File: config.mk
export PLATFORM = sky130hd
export DESIGN_NAME = txfc_credit_gate
export DESIGN_NICKNAME = d
export VERILOG_FILES = /design/src/rtl/txfc_pkg.sv /design/src/rtl/txfc_cost.sv /design/src/rtl/txfc_pool.sv /design/src/rtl/txfc_credit_gate.sv
export SDC_FILE = /design/constraint.sdc
export NUM_CORES = 1
export LEC_CHECK = 0
export ABC_AREA = 1
export BUFFER_PORTS_ARGS = -buffer_cell sky130_fd_sc_hd__buf_2
export CAP_MARGIN = 20
export CORE_MARGIN = 3
export CORE_UTILIZATION = 40
export CTS_CLUSTER_SIZE = 28
export DETAILED_ROUTE_END_ITERATION = 8
export GPL_TIMING_DRIVEN = 0
export PLACE_DENSITY = 0.59
export SKIP_LAST_GASP = 1
export SLEW_MARGIN = 25
export SYNTH_ARGS = -nofsm -noshare
export SYNTH_HDL_FRONTEND = slang
export SYNTH_SLANG_ARGS = --single-unit
File: constraint.sdc
create_clock -name clk -period 6.1 [get_ports clk]
set_input_delay 0.915 -clock clk [delete_from_list [all_inputs] [get_ports clk]]
set_output_delay 0.915 -clock clk [all_outputs]
set_load 0.05 [all_outputs]
File: src/rtl/txfc_pkg.sv
package txfc_pkg;

    localparam int NUM_CAT = 3;

    typedef enum logic [1:0] {
        CAT_POSTED    = 2'd0,
        CAT_NONPOSTED = 2'd1,
        CAT_COMPL     = 2'd2,
        CAT_RSVD      = 2'd3
    } tlp_cat_e;

    localparam int BYTES_PER_CREDIT_LG2 = 4;

endpackage

File: src/rtl/txfc_cost.sv
module txfc_cost #(
    parameter int LEN_W  = 13,
    parameter int DATA_W = 12
) (
    input  logic [LEN_W-1:0]  bytes,
    output logic [DATA_W-1:0] cost
);
    import txfc_pkg::*;

    localparam int SUM_W = LEN_W + 1;
    localparam logic [SUM_W-1:0] ROUND_UP = SUM_W'((1 << BYTES_PER_CREDIT_LG2) - 1);

    logic [SUM_W-1:0] padded;

    always_comb begin
        padded = {1'b0, bytes} + ROUND_UP;
        cost   = DATA_W'(padded >> BYTES_PER_CREDIT_LG2);
    end

endmodule

File: src/rtl/txfc_pool.sv
module txfc_pool #(
    parameter int W = 8
) (
    input  logic         clk,
    input  logic         rst_n,
    input  logic         init_ld,
    input  logic         upd_ld,
    input  logic [W-1:0] adv,
    input  logic [W-1:0] cost,
    input  logic         consume,
    output logic         ok
);

    localparam logic [W:0] HALF = (W+1)'(1) << (W - 1);

    typedef struct packed {
        logic [W-1:0] limit;
        logic [W-1:0] used;
        logic         inf;
    } pool_t;

    pool_t        st_q, st_d;
    logic [W-1:0] headroom;

    always_comb begin
        st_d = st_q;
        if (init_ld) begin
            st_d.limit = adv;
            st_d.inf   = (adv == '0);
            st_d.used  = '0;
        end else begin
            if (upd_ld && !st_q.inf) begin
                st_d.limit = adv;
            end
            if (consume) begin
                st_d.used = st_q.used + cost;
            end
        end
        headroom = st_q.limit - st_q.used - cost;
        ok       = st_q.inf || ({1'b0, headroom} <= HALF);
    end

    always_ff @(posedge clk) begin
        if (!rst_n) begin
            st_q <= '0;
        end else begin
            st_q <= st_d;
        end
    end


    used_stable_chk: assert property (@(posedge clk) disable iff (!rst_n)
        (!consume && !init_ld) |=> $stable(st_q.used));


    inf_limit_chk: assert property (@(posedge clk) disable iff (!rst_n)
        (st_q.inf && !init_ld) |=> $stable(st_q.limit));


    consume_ok_chk: assert property (@(posedge clk) disable iff (!rst_n)
        consume |-> ok);


    used_step_chk: assert property (@(posedge clk) disable iff (!rst_n)
        (consume && !init_ld) |=> (st_q.used == W'($past(st_q.used) + $past(cost))));

endmodule

File: src/rtl/txfc_credit_gate.sv
module txfc_credit_gate #(
    parameter int HDR_W  = 8,
    parameter int DATA_W = 12,
    parameter int LEN_W  = 13
) (
    input  logic              clk,
    input  logic              rst_n,
    input  logic              fc_init,
    input  logic              fc_update,
    input  logic [1:0]        fc_cat,
    input  logic [HDR_W-1:0]  fc_hdr,
    input  logic [DATA_W-1:0] fc_data,
    input  logic              vc_init_done,
    input  logic              req_valid,
    input  logic [1:0]        req_cat,
    input  logic [LEN_W-1:0]  req_bytes,
    output logic              tx_grant
);
    import txfc_pkg::*;

    localparam logic [HDR_W-1:0] HDR_COST = HDR_W'(1);

    typedef struct packed {
        logic ready;
    } ctl_t;

    ctl_t              ctl_q, ctl_d;
    logic [DATA_W-1:0] data_cost;
    logic [NUM_CAT-1:0] hdr_ok, data_ok, cat_hit;
    logic              cat_legal;
    logic              grant;

    txfc_cost #(.LEN_W(LEN_W), .DATA_W(DATA_W)) u_cost (
        .bytes (req_bytes),
        .cost  (data_cost)
    );

    always_comb begin
        ctl_d = ctl_q;
        if (vc_init_done) begin
            ctl_d.ready = 1'b1;
        end
        cat_legal = (tlp_cat_e'(req_cat) != CAT_RSVD);
        grant     = 1'b0;
        for (int c = 0; c < NUM_CAT; c++) begin
            cat_hit[c] = (req_cat == 2'(c));
            if (cat_hit[c] && hdr_ok[c] && data_ok[c]) begin
                grant = 1'b1;
            end
        end
        grant    = grant && req_valid && ctl_q.ready && cat_legal;
        tx_grant = grant;
    end

    always_ff @(posedge clk) begin
        if (!rst_n) begin
            ctl_q <= '0;
        end else begin
            ctl_q <= ctl_d;
        end
    end

    for (genvar g = 0; g < NUM_CAT; g++) begin : g_cat
        logic ev_hit;
        logic init_ld;
        logic upd_ld;
        logic take;

        assign ev_hit  = (fc_cat == 2'(g));
        assign init_ld = fc_init && !ctl_q.ready && ev_hit;
        assign upd_ld  = fc_update && ctl_q.ready && ev_hit;
        assign take    = grant && cat_hit[g];

        txfc_pool #(.W(HDR_W)) u_hdr (
            .clk     (clk),
            .rst_n   (rst_n),
            .init_ld (init_ld),
            .upd_ld  (upd_ld),
            .adv     (fc_hdr),
            .cost    (HDR_COST),
            .consume (take),
            .ok      (hdr_ok[g])
        );

        txfc_pool #(.W(DATA_W)) u_data (
            .clk     (clk),
            .rst_n   (rst_n),
            .init_ld (init_ld),
            .upd_ld  (upd_ld),
            .adv     (fc_data),
            .cost    (data_cost),
            .consume (take),
            .ok      (data_ok[g])
        );
    end


    lock_hold_chk: assert property (@(posedge clk) disable iff (!rst_n)
        ctl_q.ready |=> ctl_q.ready);


    prelock_quiet_chk: assert property (@(posedge clk) disable iff (!rst_n)
        !ctl_q.ready |-> !tx_grant);


    rsvd_cat_chk: assert property (@(posedge clk) disable iff (!rst_n)
        tx_grant |-> (req_cat != 2'd3));


    one_pool_chk: assert property (@(posedge clk) disable iff (!rst_n)
        $onehot0(cat_hit));

endmodule

==> After elaboration in Yosys (flattened, before gate mapping) <==
Index checks and enable logic that the tools add are counted.
{ "totals": {"in_bits": 43, "ff_bits": 127, "romBits": 0, "n_memories": 0, "ram_bits": 0, "out_inout_bits": 1, "elab_cells": 123, "latch_bits": 0} }
{ "op_classes": {"n_eq_ne": 5, "mul": 0, "n_reduce_logical": 52, "bitwise": 1, "n_mux": 21, "n_shift": 0, "n_addsub": 19, "magnitude_cmp": 6, "n_div": 0} }
{ "op_table": {"columns": ["operator", "count"], "rows": [
  ["$mux 12", 6],
  ["$mux 24", 3],
  ["$mux 16", 3],
  ["$mux 8", 6],
  ["$add 12x10->12", 3],
  ["$le 12x12->1 const B", 3],
  ["$sub 12x10->12", 3],
  ["$sub 12x12->12", 3],
  ["$logic_and 1x1->1", 26],
  ["$add 8x1->8 const B", 3],
  ["$le 8x8->1 const B", 3],
  ["$sub 8x1->8 const B", 3],
  ["$sub 8x8->8", 3],
  ["$add 13x4->14 const B", 1],
  ["$logic_not 12->1", 1],
  ["$reduce_bool 2->1", 6],
  ["$logic_not 8->1", 1],
  ["$logic_not 1->1", 7],
  ["$logic_or 1x1->1", 6],
  ["$reduce_or 2->1", 3],
  ["$eq 2x1->1 const B", 2],
  ["$eq 2x2->1 const B", 2],
  ["$logic_not 2->1", 2],
  ["$mux 1", 3],
  ["other kinds (2)", 2]
]} }

==> Longest topological paths before layout <==
{ "depth": {"ltp_word": 15, "depth_mapped": 31, "ltp_nobuf": 29} }

==> Hierarchy <==
Synthesis repeated with hierarchy kept, for this count alone.
{ "hier_totals": {"cells_unflattened": 2040, "hier_area_um2": 13520.5} }
{ "by_module_without_submodules": {"columns": ["mod", "instances", "area_per_inst_um2", "seq_area_each_um2", "cells_each"], "rows": [
  ["txfc_pool at g_cat[1].u_data", 1, 2696.3, 500.5, 411],
  ["txfc_pool at g_cat[0].u_data", 1, 2680.1, 500.5, 414],
  ["txfc_pool at g_cat[2].u_data", 1, 2666.3, 500.5, 397],
  ["txfc_pool at g_cat[0].u_hdr", 1, 1680.4, 340.3, 253],
  ["txfc_pool at g_cat[1].u_hdr", 1, 1665.3, 340.3, 247],
  ["txfc_pool at g_cat[2].u_hdr", 1, 1665.3, 340.3, 233],
  ["txfc_cost", 1, 289.0, 0.0, 52],
  ["txfc_credit_gate", 1, 177.7, 20.0, 33]
]} }

==> Least setup slack after synthesis <==
No wires, ideal clock.
{ "synth_timing": {"path_type": "input port to output port", "startpoint": "input port req_bytes[1]", "endpoint": "output port tx_grant", "n_path_buf": 2, "stages": 27, "path_slack_ns": 0.682, "t_arrival_ns": 4.503, "required_ns": 5.185, "cell_sequence": "nor2_1 > nand2_1 > nand4_1 > nor2_1 > inv_1 > nor2_1 > nand3_1 > xor2_1 > inv_1 > fa_1 > inv_1 > ha_1 > nand2_1 > inv_1 > a21oi_1 > nand3_1 > nand2_1 > nand2_1 > nor2_1 > nand3_1 > nand3_1 > nand2_1 > nand3_2 > buf_6 > buf_6 > nand2_1 > inv_1"} }
{ "synth_via": {"elab_chain_cells": 11, "elab_cells_between_ends": 19, "cone_classes": "add/sub (4); order compare (3); mux (3); reduce/logical (9)"} }
{ "synth_lines": {"columns": ["item", "line", "source"], "rows": [
  ["start, declared", "txfc_credit_gate.sv:16", "input logic [LEN_W-1:0] req_bytes,"],
  ["$add 13x4->14 *", "txfc_cost.sv:16", "padded = {1'b0, bytes} + ROUND_UP;"],
  ["$sub 12x10->12", "txfc_pool.sv:39", "headroom = st_q.limit - st_q.used - cost;"],
  ["$le 12x12->1", "txfc_pool.sv:40", "ok = st_q.inf || ({1'b0, headroom} <= HALF);"],
  ["$logic_or 1x1->1", "txfc_pool.sv:40", null],
  ["$logic_and 1x1->1", "txfc_credit_gate.sv:47", "if (cat_hit[c] && hdr_ok[c] && data_ok[c]) begin"],
  ["$mux 1 (2 in a row)", "txfc_credit_gate.sv:47", null],
  ["$mux 1 *", "txfc_credit_gate.sv:47", null],
  ["$logic_and 1x1->1 * (3 in a row)", "txfc_credit_gate.sv:51", "grant = grant && req_valid && ctl_q.ready && cat_legal;"],
  ["end, declared", "txfc_credit_gate.sv:17", "output logic tx_grant"]
]} }
Every way passes the cells marked *; elsewhere a longest branch is shown, timed or not.

==> Final worst setup path <==
{ "layout_timing": {"startpoint": "input port req_bytes[3]", "endpoint": "output port tx_grant"} }
Same word-level chain as after synthesis.

==> Flow_metrics.wiki <==
{| class="wikitable"
! Metric !! Value
|-
| Syn Inst Count || about 1800
|-
| Top Ports || 44
|-
| Global Route Usage Sum || between 20 and 25%
|-
| Most used cell, CP || sky130_fd_sc_hd__nand2_1
|-
| Timing startpoint of the critical path || req_bytes[3]
|-
| Total number of clock tree sinks || between 100 and 150
|-
| Layout cell share with drive strength beyond 1 || under 10%
|-
| Maximum vdd ir drop || roughly 0.00014 V
|-
| Worst-case reg-to-reg path depth || 22
|-
| Final critical-path required period || between 5000 and 6000 ps
|-
| Maximum single-stage delay on the critical path || around 510 ps
|-
| Worst R2R Start || g_cat[2].u_data.st_q[1]
|-
| Antenna-violating nets left || 0
|-
| Kind of path behind the tightest hold check || reg2reg
|-
| Net total in the final layout || between 2000 and 2500
|-
| Max Cap Viol || 0
|-
| Total length of routed wires || ~35000 um
|-
| Routed length on met1 || about 16000 um
|-
| Ys flop type || sky130_fd_sc_hd__dfxtp_1
|-
| Initial antenna violation count || 0
|-
| Clk root buf || sky130_fd_sc_hd__clkbuf_16
|-
| Maximum operating frequency || 172 MHz
|-
| DIE HEIGHT || roughly 170 um
|-
| Crit path kind || in2out
|-
| Number of standard-cell rows in the floorplan || 60
|-
| Flop and latch count out of synthesis || ~130
|-
| Insertion delay to the later sink of the worst-skew pair || between 400 and 500 ps
|-
| Crit path capture type || output port
|-
| Static leakage || between 6 and 7 nW
|-
| Global-route wire length before repair || about 54000 um
|-
| Fillcell total || about 2900
|-
| Sequential-to-total area share from yosys stat || 22.5%
|-
| Run status || finished, final reports clean
|-
| Post-Layout Cell Count || roughly 2200
|-
| Synthesized area per cell || ~6.5 um2
|-
| Slew Viols, Final || 0
|-
| Unrepaired setup endpoints after global routing || no
|-
| Area of the core || 27400 um2
|-
| GRT overflow || 0
|-
| Power per unit of standard cell area || 222 nW/um2
|-
| Required time of the critical path || between 5000 and 6000 ps
|-
| Count of flip-flops with a built-in enable after synthesis || 0
|-
| DR pass1 iterations || 5
|-
| Worst path arrival time || approximately 4900 ps
|-
| Clock edge transition at the registers on the reported setup and hold paths || roughly 60 ps
|-
| Deepest clock path buffer count || 2
|-
| TritonCTS clock tree || yes
|-
| Routed vias/inst || approximately 5.0
|-
| Area overhead of the layout relative to synthesis || 15.5%
|-
| Number of design rule violations left after detail routing || 0
|-
| H-tree levels || 4
|-
| Worst rel slew slack || a little over two fifths
|-
| Synthesized netlist net count || 1950
|-
| Final GP Congestion || about 0.95
|-
| Number of placed instances with taps included || approximately 2200
|-
| Initial Utilization || between 40% and 50%
|-
| Capture point of the critical path || tx_grant
|-
| HPWL after DPL || between 20000 and 30000 um
|-
| Pin count of the biggest net entering global routing || 17
|-
| Chip Width || 174 um
|-
| Share of the core filled with cells in the final layout || between 40 and 50%
|-
| Max layer used || met4
|-
| Post-Syn Area || 11300 um2
|-
| Cell with the largest stage delay on the worst path || sky130_fd_sc_hd__fa_1
|-
| Number of buffers added by the clock tree synthesis step || 17
|-
| Transition time at the pin with the least slew margin || roughly 860 ps
|-
| Post-route clock period utilization || ~95%
|-
| DIE AREA || a little over 30000 um2
|-
| Wire length on met2 || about 16000 um
|-
| DRT iter0 DRCs || 745
|-
| Max Clock Skew || around 11 ps
|-
| Total length of routed met3 wires || roughly 1700 um
|-
| Setup tns final || 0 ps
|-
| Number of warning messages in the yosys log || 0
|-
| Endpoint of the worst-slack reg-to-reg timing path || g_cat[2].u_data.st_q[1]
|-
| Number of unique standard cell types used by synthesis || 35
|-
| Port Buffers || 43
|-
| Setup-failing EPs final || 0
|-
| Via count of the first global-routing pass || 10100
|-
| Setup crit start kind || input port
|-
| Critical-path maximum fanout || 10
|-
| Detailed-route wire length per cell || 15.6 um
|-
| Share of flip-flops with an asynchronous set or reset || 0%
|-
| Endpoints failing hold || 0
|-
| Slack of the worst reg-to-reg path || 2410 ps
|-
| Count of vias placed by the detailed router || about 11000
|}
[placed cells by master, fill, tap and decap left out, types with 5 or more instances in the layout]
| master | instances |
|---|---|
| sky130_fd_sc_hd__nor3_1 | 22 |
| sky130_fd_sc_hd__buf_4 | 20 |
| sky130_fd_sc_hd__xor2_1 | 32 |
| sky130_fd_sc_hd__clkbuf_1 | 23 |
| sky130_fd_sc_hd__nand2_2 | 11 |
| sky130_fd_sc_hd__ha_4 | 8 |
| sky130_fd_sc_hd__o21ai_0 | 72 |
| sky130_fd_sc_hd__o21bai_1 | 6 |
| sky130_fd_sc_hd__nand2_4 | 5 |
| sky130_fd_sc_hd__nand3_1 | 101 |
| sky130_fd_sc_hd__nor2_2 | 5 |
| sky130_fd_sc_hd__a21oi_1 | 127 |
| sky130_fd_sc_hd__buf_2 | 46 |
| sky130_fd_sc_hd__inv_1 | 318 |
| sky130_fd_sc_hd__nand4_1 | 75 |
| sky130_fd_sc_hd__nor4_1 | 5 |
| sky130_fd_sc_hd__clkbuf_16 | 17 |
| sky130_fd_sc_hd__dfxtp_1 | 127 |
| sky130_fd_sc_hd__nand2_1 | 434 |
| sky130_fd_sc_hd__nand3_2 | 6 |
| sky130_fd_sc_hd__buf_6 | 7 |
| sky130_fd_sc_hd__fa_1 | 31 |
| sky130_fd_sc_hd__ha_1 | 111 |
| sky130_fd_sc_hd__bufinv_16 | 5 |
| sky130_fd_sc_hd__nand3b_1 | 5 |
| sky130_fd_sc_hd__inv_2 | 6 |
| sky130_fd_sc_hd__xnor2_1 | 23 |
| sky130_fd_sc_hd__nor2_1 | 153 |
[logic make-up (layout without fill, tap and decap cells)]
| logic type | Yosys count | after routing | synth area share (%) |
|---|---|---|---|
| fa+ha+maj | 153 | 153 | 19.1 |
| simple gates | 833 | 833 | 31.4 |
| other cells | 0 | 1 | 0 |
| xor+xnor | 56 | 56 | 4.33 |
| buf+inv | 365 | 459 | 12.6 |
| compound gates | 220 | 220 | 10.1 |
| flops | 127 | 127 | 22.5 |
[cells in the mapped netlist (all sizes together) (6+ instances only)]
library cell | instances | share of area, %
o21ai | 72 | 3.2
fa | 33 | 5.8
ha | 120 | 13
dfxtp | 127 | 22
o21bai | 6 | 0.40
inv | 326 | 11
xnor2 | 23 | 1.8
nor3 | 23 | 1.0
buf | 14 | 0.94
nand3 | 109 | 5.1
xor2 | 33 | 2.6
clkbuf | 22 | 0.73
nor2 | 160 | 5.3
nand4 | 75 | 4.1
a21oi | 130 | 5.7
nand2 | 450 | 15
[registers in the layout, summed over array words and instances, names as in the netlist]
register           flops
g_cat.u_data.st_q     75
g_cat.u_hdr.st_q      51
ctl_q                  1
[critical path, delay by kind of cell]
family | cells | cell delay [ps]
compound gates | 1 | 110
fa+ha+maj | 3 | 1090
buf+inv | 9 | 1000
simple gates | 16 | 1800
[where the power goes]
| group | internal [mW] | switching [mW] | total (mW) | leakage (nW) |
|---|---|---|---|---|
| clock network | 0.738 | 0.420 | 1.16 | 0.314 |
| logic | 0.311 | 0.552 | 0.863 | 5.33 |
| registers | 0.858 | 0.0197 | 0.878 | 1.03 |
[timing repair]
action	in CTS	in global routing
hold endpoints to repair	0	0
gates resized for setup	11	51
endpoints found under the setup margin	1	1
hold buffers	0	0
pin swaps	2	14
setup buffers	8	11
[metal layers]
| metal | vias up | track usage (%) |
|---|---|---|
| met1 | 5079 | 30.6 |
| li1 | 5726 | - |
| met3 | 53 | 3.45 |
| met5 | - | 0 |
| met2 | 251 | 36.6 |
| met4 | 0 | 6.84 |
[how the worst min path moves through the flow]
| stage | cells after the start | slack, ps | startpoint | to |
|---|---|---|---|---|
| 2_1_floorplan | 2 | 430 | g_cat[0].u_data.st_q[23] | g_cat[0].u_data.st_q[23] |
| 3_3_place_gp | 2 | 450 | g_cat[0].u_data.st_q[23] | g_cat[0].u_data.st_q[23] |
| 3_5_place_dp | 2 | 460 | g_cat[1].u_data.st_q[0] | g_cat[1].u_data.st_q[0] |
| 4_1_cts | 2 | 470 | g_cat[1].u_data.st_q[23] | g_cat[1].u_data.st_q[23] |
| 5_1_grt | 2 | 490 | g_cat[0].u_data.st_q[23] | g_cat[0].u_data.st_q[23] |
| 6_report | 2 | 460 | g_cat[1].u_data.st_q[23] | g_cat[1].u_data.st_q[23] |
[through the flow]
step	power [mW]	area, um2	hold WS (ps)	setup slack (ps)
after global placement	1.68	12000	446	-1000
after floorplan	1.48	11300	433	682
after CTS	2.85	12800	465	19.6
after global routing	3.06	13100	489	0.739
final	2.90	13100	460	299
after detailed placement	1.69	12000	457	-1080
[layout make-up]
cell class	count	area, um2	share of cell area, %
Multi-Input combinational cell	1262	7620	58.2
Sequential cell	127	2540	19.4
Inverter	329	1240	9.50
Tap cell	372	465	3.56
Clock buffer	19	443	3.39
Timing Repair Buffer	62	364	2.78
Clock inverter	13	210	1.61
Buffer	36	189	1.44
Antenna cell	1	2.50	0.0191
Power figures use the tool's default switching activity.
